--- config.mk ---
export PLATFORM = sky130hd
export DESIGN_NAME = pd_powerup_seq
export DESIGN_NICKNAME = d
export VERILOG_FILES = /design/src/rtl/pd_powerup_seq.sv
export SDC_FILE = /design/constraint.sdc
export NUM_CORES = 1
export LEC_CHECK = 0
export BUFFER_PORTS_ARGS = -buffer_cell sky130_fd_sc_hd__buf_4
export CORE_MARGIN = 2
export CORE_UTILIZATION = 60
export CTS_CLUSTER_DIAMETER = 50
export DETAILED_ROUTE_END_ITERATION = 8
export PLACE_DENSITY = 0.83
export SLEW_MARGIN = 5
export SYNTH_ARGS = -nofsm -noshare
export SYNTH_HDL_FRONTEND = slang
export SYNTH_SLANG_ARGS = --single-unit
--- constraint.sdc ---
create_clock -name clk -period 3.45 [get_ports clk]
set_clock_uncertainty 0.1 [all_clocks]
set_input_delay 0.5175 -clock clk [delete_from_list [all_inputs] [get_ports clk]]
set_output_delay 0.5175 -clock clk [all_outputs]
set_load 0.02 [all_outputs]
--- src/rtl/pd_powerup_seq.sv ---
module pd_powerup_seq #(
  parameter int TICKS_PER_US = 4,
  parameter int NUM_BANKS    = 20,
  parameter int POLL_LIMIT   = 200
) (
  input  logic                 clk,
  input  logic                 rst_n,
  input  logic                 start,
  input  logic                 clk_off,
  output logic                 core_stop,
  output logic                 core_ares,
  output logic                 bus_ares_en,
  output logic                 xo_clk_en,
  output logic                 head_sw_on,
  output logic                 ldo_bypass,
  output logic                 qmc_clamp,
  output logic                 l2_stby_n,
  output logic                 slp_ret_n,
  output logic [NUM_BANKS-1:0] bank_pwr,
  output logic                 wl_clamp,
  output logic                 io_clamp,
  output logic                 core_clk_en,
  output logic                 done,
  output logic                 timeout_err
);

  localparam int TW = (TICKS_PER_US > 1) ? $clog2(TICKS_PER_US) : 1;
  localparam int PW = $clog2(POLL_LIMIT + 1);
  localparam int BW = (NUM_BANKS > 1) ? $clog2(NUM_BANKS) : 1;
  localparam logic [TW-1:0] T_LAST = TW'(TICKS_PER_US - 1);
  localparam logic [PW-1:0] P_LAST = PW'(POLL_LIMIT - 1);
  localparam logic [BW-1:0] B_TOP  = BW'(NUM_BANKS - 1);

  typedef enum logic [3:0] {
    S_IDLE, S_XO, S_POLL, S_HSW, S_QMC, S_STBY, S_BANK, S_BWAIT,
    S_IO, S_CARES, S_CCLK, S_CSTOP, S_FAIL
  } state_t;

  state_t          state;
  logic [TW-1:0]   timer;
  logic [PW-1:0]   polls;
  logic [BW-1:0]   idx;
  logic            tick;

  assign tick = (timer == T_LAST);

  always_ff @(posedge clk or negedge rst_n) begin
    if (!rst_n) begin
      state       <= S_IDLE;
      timer       <= '0;
      polls       <= '0;
      idx         <= '0;
      core_stop   <= 1'b0;
      core_ares   <= 1'b0;
      bus_ares_en <= 1'b0;
      xo_clk_en   <= 1'b0;
      head_sw_on  <= 1'b0;
      ldo_bypass  <= 1'b0;
      qmc_clamp   <= 1'b1;
      l2_stby_n   <= 1'b0;
      slp_ret_n   <= 1'b0;
      bank_pwr    <= '0;
      wl_clamp    <= 1'b1;
      io_clamp    <= 1'b1;
      core_clk_en <= 1'b0;
      done        <= 1'b0;
      timeout_err <= 1'b0;
    end else begin
      done <= 1'b0;
      unique case (state)
        S_IDLE, S_FAIL: begin
          if (start) begin
            core_stop   <= 1'b1;
            core_ares   <= 1'b1;
            bus_ares_en <= 1'b1;
            timeout_err <= 1'b0;
            state       <= S_XO;
          end
        end
        S_XO: begin
          xo_clk_en <= 1'b1;
          timer     <= '0;
          polls     <= '0;
          state     <= S_POLL;
        end
        S_POLL: begin
          if (tick) begin
            timer <= '0;
            if (!clk_off) begin
              head_sw_on <= 1'b1;
              state      <= S_HSW;
            end else if (polls == P_LAST) begin
              timeout_err <= 1'b1;
              state       <= S_FAIL;
            end else begin
              polls <= polls + PW'(1);
            end
          end else begin
            timer <= timer + TW'(1);
          end
        end
        S_HSW: begin
          if (tick) begin
            timer      <= '0;
            ldo_bypass <= 1'b1;
            state      <= S_QMC;
          end else begin
            timer <= timer + TW'(1);
          end
        end
        S_QMC: begin
          qmc_clamp <= 1'b0;
          state     <= S_STBY;
        end
        S_STBY: begin
          l2_stby_n <= 1'b1;
          slp_ret_n <= 1'b1;
          idx       <= B_TOP;
          state     <= S_BANK;
        end
        S_BANK: begin
          bank_pwr[idx] <= 1'b1;
          timer         <= '0;
          state         <= S_BWAIT;
        end
        S_BWAIT: begin
          if (tick) begin
            timer <= '0;
            if (idx == '0) begin
              wl_clamp <= 1'b0;
              state    <= S_IO;
            end else begin
              bank_pwr[idx - BW'(1)] <= 1'b1;
              idx                    <= idx - BW'(1);
            end
          end else begin
            timer <= timer + TW'(1);
          end
        end
        S_IO: begin
          io_clamp <= 1'b0;
          state    <= S_CARES;
        end
        S_CARES: begin
          core_ares <= 1'b0;
          state     <= S_CCLK;
        end
        S_CCLK: begin
          core_clk_en <= 1'b1;
          state       <= S_CSTOP;
        end
        S_CSTOP: begin
          core_stop <= 1'b0;
          done      <= 1'b1;
          state     <= S_IDLE;
        end
        default: state <= S_IDLE;
      endcase
    end
  end

  a_r2_reset_group: assert property (@(posedge clk) disable iff (!rst_n)
    $rose(core_ares) |-> core_stop && bus_ares_en);

  a_r3_head_needs_clock: assert property (@(posedge clk) disable iff (!rst_n)
    $rose(head_sw_on) |-> xo_clk_en && !$past(clk_off));

  a_r4_hold_after_timeout: assert property (@(posedge clk) disable iff (!rst_n)
    (timeout_err && !start) |=> $stable({core_stop, core_ares, bus_ares_en, xo_clk_en,
      head_sw_on, ldo_bypass, qmc_clamp, bank_pwr, wl_clamp, io_clamp, core_clk_en}) && !done);

  a_r5_ldo_after_head: assert property (@(posedge clk) disable iff (!rst_n)
    $rose(ldo_bypass) |-> $past(head_sw_on));

  a_r6_clamp_before_standby: assert property (@(posedge clk) disable iff (!rst_n)
    $rose(l2_stby_n) |-> !qmc_clamp && slp_ret_n);

  a_r7_one_bank_at_a_time: assert property (@(posedge clk) disable iff (!rst_n)
    $onehot0(bank_pwr & ~$past(bank_pwr)) && ((bank_pwr & $past(bank_pwr)) == $past(bank_pwr)));

  a_r8_wl_after_banks: assert property (@(posedge clk) disable iff (!rst_n)
    $fell(wl_clamp) |-> &bank_pwr);

  a_r8_io_after_wl: assert property (@(posedge clk) disable iff (!rst_n)
    $fell(io_clamp) |-> !wl_clamp);

  a_r9_clock_after_reset: assert property (@(posedge clk) disable iff (!rst_n)
    $rose(core_clk_en) |-> !core_ares && !io_clamp);

  a_r9_run_last: assert property (@(posedge clk) disable iff (!rst_n)
    $fell(core_stop) |-> core_clk_en && done);

endmodule

# ---- Word-level counts from Yosys, hierarchy flattened
# Index checks and enable logic that the tools add are counted.
dict set report word_totals {
  regBits 52
  output_inout_bits 34
  wordCells 110
}
dict set report classes {
  add_sub_neg 3
  magnitude_cmp 4
  eq_ne 24
  mux 33
  n_bitwise 3
  reduce_logical 25
}
# cell n
set op_table {}
lappend op_table {{$pmux W4 S11} 1}
lappend op_table {{$mux W20} 2}
lappend op_table {{$or A20 B20 Y20} 2}
lappend op_table {{$pmux W20 S2} 1}
lappend op_table {{$mux W4} 7}
lappend op_table {{$mux W8} 3}
lappend op_table {{$eq A4 B4 Y1 const B} 5}
lappend op_table {{$ne A2 B2 Y1 const B} 9}
lappend op_table {{$eq A4 B3 Y1 const B} 4}
lappend op_table {{$pmux W8 S2} 1}
lappend op_table {{$reduce_bool A2 Y1} 7}
lappend op_table {{$lt A5 B6 Y1 const B} 2}
lappend op_table {{$reduce_and A3 Y1} 4}
lappend op_table {{$demux W1 S5} 2}
lappend op_table {{$ge A5 B1 Y1 const B} 2}
lappend op_table {{$mux W5} 2}
lappend op_table {{$pmux W5 S2} 1}
lappend op_table {{$add A8 B1 Y8 const B} 1}
lappend op_table {{$eq A4 B2 Y1 const B} 2}
lappend op_table {{$eq A8 B8 Y1 const B} 1}
lappend op_table {{$mux W1} 8}
lappend op_table {{$reduce_and A2 Y1} 4}
lappend op_table {{$pmux W1 S2} 3}
lappend op_table {{$reduce_and A6 Y1} 1}
lappend op_table {{15 further kinds} 17}

# ---- Logic depth before layout (Yosys ltp)
dict set report depth {
  word_depth 9
  ltp_mapped 7
  depth_no_buf 6
}

# ---- Least setup slack after synthesis
# Ideal clock, no wire load.
dict set report synth_timing {
  path_type {reg2reg}
  from {register idx[0]}
  to {register state[0]}
  setup_time_ns 0.128
  arrival_time_ns 1.949
  t_required_ns 3.222
  slack_ns 1.274
  stages_incl_launch_ff 7
  period_less_slack_ns 2.176
  path_cell_list {dfrtp_1 > inv_1 > ha_1 > or4b_4 > a32o_1 > a221oi_2 > mux2_1}
}
dict set report synth_via {
  elab_chain_cells 3
}
# element line
set synth_rtl {}
lappend synth_rtl {{from (decl)} 42} ;# logic [BW-1:0] idx;
lappend synth_rtl {{from (signal assigned)} 134} ;# idx <= idx - BW'(1);
lappend synth_rtl {{$logic_not A5 Y1} 129} ;# if (idx == '0) begin
lappend synth_rtl {{$ne A2 B2 Y1 (no line)} -}
lappend synth_rtl {{$reduce_and A6 Y1 (no line)} -}
lappend synth_rtl {{to (signal assigned)} 124} ;# state <= S_BWAIT;
lappend synth_rtl {{to (signal assigned)} 131} ;# state <= S_IO;
lappend synth_rtl {{to (signal assigned)} 142} ;# state <= S_CARES;
lappend synth_rtl {{to (decl)} 39} ;# state_t state;
# Every way passes these cells.
# A chain may end at the register's enable or synchronous reset.

# ---- Worst setup path after layout
dict set report layout_timing {
  from {register idx[0]}
  to {register bank_pwr[12]}
}
dict set report layout_via {
  elab_chain_cells 9
  word_cells_on_any_way 19
}
# element line
set layout_rtl {}
lappend layout_rtl {{$sub A5 B1 Y5} 133} ;# bank_pwr[idx - BW'(1)] <= 1'b1;
lappend layout_rtl {{$lt A5 B6 Y1 (implied by the code) / $ge A5 B1 Y1 (equally long branches)} 133}
lappend layout_rtl {{$logic_and A1 B1 Y1 (implied by the code)} 133}
lappend layout_rtl {{$mux W1 (implied by the code)} 133}
lappend layout_rtl {{$demux W1 S5} 133}
lappend layout_rtl {{$or A20 B20 Y20 (no line)} -}
lappend layout_rtl {{$mux W20} 129}
lappend layout_rtl {{$mux W20} 127} ;# if (tick) begin
lappend layout_rtl {{$pmux W20 S2} 70} ;# unique case (state)
lappend layout_rtl {{to (signal assigned)} 62} ;# bank_pwr <= '0;
lappend layout_rtl {{to (signal, indexed assignment)} 122} ;# bank_pwr[idx] <= 1'b1;
lappend layout_rtl {{to (signal, indexed assignment)} 133}
lappend layout_rtl {{to (decl)} 19} ;# output logic [NUM_BANKS-1:0] bank_pwr,
# Several ways; a longest one is shown, not always the timed one. The select of a mux whose other input is x is not followed.

==> summary.txt <==
STA
  • Final hold viol count: 0
  • Least-Margin Pin Slew: 0.644 ns
  • Slew margin rel.: 0.571
  • WHS: 0.134 ns
  • Upper clock frequency limit: roughly 0.42 GHz
  • Tcrit/Tclk final: 0.686
  • Slew Limit Fails: 0
  • Unrepaired setup endpoints after global routing: false
  • Setup violators final: 0
  • Setup TNS: 0 ns
  • Final min period: 2.37 ns

Layout
  • Highest-count cells in the layout ignoring fill and taps: dfrtp_1, buf_4, a21oi_1
  • Most common cell after layout, fill and taps aside: dfrtp_1
  • Layout Utilization: 0.716
  • Layout Nets: 314
  • Layout cell share with drive strength beyond 1: 0.188
  • Antenna cells: 0
  • Synth-to-layout area growth: 13.9%

Drt
  • Total number of vias: 2339
  • Drt first-iter violations: 242
  • Routed Antenna Nets: 0
  • First-pass iteration count of the detailed router: 5
  • Vias per Instance: 6.57
  • Wire per inst: 17.9 microns
  • Routed WL: 6360 microns
  • DR DRC count: 0

Setup path
  • R2R Path Start: idx[0]
  • R2R cell count: 6
  • Crit. End Element: flop
  • Reg2reg end: bank_pwr[12]
  • CP Launch Point: idx[0]
  • Crit Path Max Fanout: 13
  • R2R Setup Slk: 1.08 ns
  • CP startpoint kind: flop
  • WS Path Type: reg2reg
  • Arrival time worst endpoint: around 2.4 ns
  • Crit path to: bank_pwr[12]
  • WP data required: 3.53 ns

Clocking
  • Postcts setup bufs: 0
  • Maximum clock path buffer count: 2
  • Clock sinks: 52
  • TritonCTS Buffers: 5
  • Root Buffer: clkbuf_8
  • Max H-tree Level: 2
  • Cts hold-fix bufs: 0
  • CTS resizes: 0
  • CTS clock-pin slew for the worst setup and hold paths: ~0.090 ns
  • Skew-Pair Late Insertion Delay: 0.31 ns
  • CTS tree: built

Floorplanning
  • Core area: 0.00441 sq mm
  • Die width: about 72 microns
  • Die ar.: 0.00519 sq mm
  • IO Pins: 38
  • Die Ht: about 72 microns
  • # rows: 24
  • Starting Density: 0.629

Run
  • Max-cap violations: 0

GRT
  • GRT Util Overall: 0.255
  • Largest net degree at the start of global routing: 53
  • M2 GR Usage: 0.389
  • Initial antenna violation count: 0
  • GRT busiest layer: met2
  • First-pass GRT wire length: 10300 microns
  • GRT met1 Usage: 0.372
  • Total grt overflow: 0
  • Vias in the first global route: about 2100
  • Met3 Usage GRT: 0.0361

Min path
  • Hold/Removal Path Class: in2async

Synth
  • Sequential share of the synthesized area: 0.470
  • Synthesized area: 0.00278 sq mm
  • Synthesized flop and latch total: between 50 and 60
  • Synth cell types: 65
  • Syn avg cell area: 10.2 sq um
  • Post-Syn Nets: 284
  • Asr flop ratio synth: 1.00
  • Ys flop type: dfrtp_1
  • Syn. warnings: 0
  • Gate Count Post-Synth: around 270
  • Post-synth EDFFs: 0

Power
  • PD cells: between 800 and 900 mW/mm^2
  • Leak: around 1.4 nW
  • Total Power: 2.56 mW
  • Maximum VDD drop: 0.469 mV

Outcome
  • Outcome: finished, final reports clean

Placed design
  • IO buf count: 37
  • Final HPWL DP: 4420 microns
  • Placer Congestion: 0.879
==> metal layers <==
layer	vias to the layer above	part of all wire
li1	1087	-
met1	1126	0.45
met2	112	0.45
met3	14	0.076
met4	0	0.018
met5	-	0
==> how the worst min path moves through the flow <==
stage / startpoint / endpoint / slack [ns] / cells past startpoint
2_1_floorplan: rst_n / bank_pwr[0] / 0.12 / 0
3_3_place_gp: xo_clk_en / xo_clk_en / 0.35 / 1
3_5_place_dp: io_clamp / io_clamp / 0.35 / 1
4_1_cts: rst_n / bank_pwr[5] / 0.16 / 1
5_1_grt: rst_n / bank_pwr[5] / 0.20 / 1
6_report: rst_n / bank_pwr[5] / 0.13 / 1
==> cell usage after synthesis (all sizes together) (5+ instances only) <==
| master | instances | area [sq um] |
|---|---|---|
| inv | 12 | 45.0 |
| clkbuf | 6 | 22.5 |
| and3 | 5 | 31.3 |
| a21oi | 19 | 95.1 |
| nor3 | 11 | 55.1 |
| o21ai | 9 | 45.0 |
| dfrtp | 49 | 1230 |
| buf | 8 | 41.3 |
| ha | 7 | 87.6 |
| a221o | 7 | 70.1 |
| nor2 | 18 | 70.1 |
| o31ai | 15 | 113 |
| nor2b | 5 | 31.3 |
| nand2 | 15 | 58.8 |
==> power by group <==
part / leakage [nW] / internal [mW] / switching [mW] / total (mW)
clock: 0.0552 / 0.216 / 0.200 / 0.416
sequential: 0.644 / 0.776 / 0.248 / 1.02
combinational: 0.703 / 0.473 / 0.644 / 1.12
==> area by class of cell <==
class	instances	area (sq um)
fill	334	1250
sequential	52	1310
timing repair buffer	37	278
clock inverter	2	35.0
clock buffer	6	72.6
multi-input combinational	195	1360
tap	52	65.1
inverter	12	45.0
==> sequential cells by signal (all words and copies together), names as in the netlist <==
name and flops:
slp_ret_n 1, core_stop 1, state 4, bus_ares_en 1, core_clk_en 1, io_clamp 1
idx 5, qmc_clamp 1, core_ares 1, ldo_bypass 1, timer 2, timeout_err 1
polls 8, xo_clk_en 1, bank_pwr 20, done 1, wl_clamp 1, head_sw_on 1
==> worst max-delay path, cell delays in order (launching register included) <==
cell	delay, ns
dfrtp_1	0.48
inv_1	0.14
ha_1	0.16
or4b_4	0.51
a21boi_2	0.27
or2_1	0.40
o31ai_1	0.17
==> metrics by stage <==
stage	area [sq um]	setup WS, ns	std cells
6_report	3160	1.08	356
5_1_grt	3160	0.945	356
4_1_cts	3160	1.07	356
3_5_place_dp	3050	1.11	348
3_3_place_gp	3050	1.19	348
2_1_floorplan	2780	1.27	273
==> logic make-up after synthesis <==
group / after synthesis / synth area share
XOR/XNOR: 6 / 0.0189
multiplexers: 7 / 0.0271
buffers and inverters: 26 / 0.0392
flip-flops: 52 / 0.470
AND/OR/NAND/NOR: 86 / 0.174
adder cells (fa/ha/maj): 7 / 0.0316
AO/OA/AOI/OAI: 89 / 0.239
No activity file was read; power rests on OpenSTA's default activity.
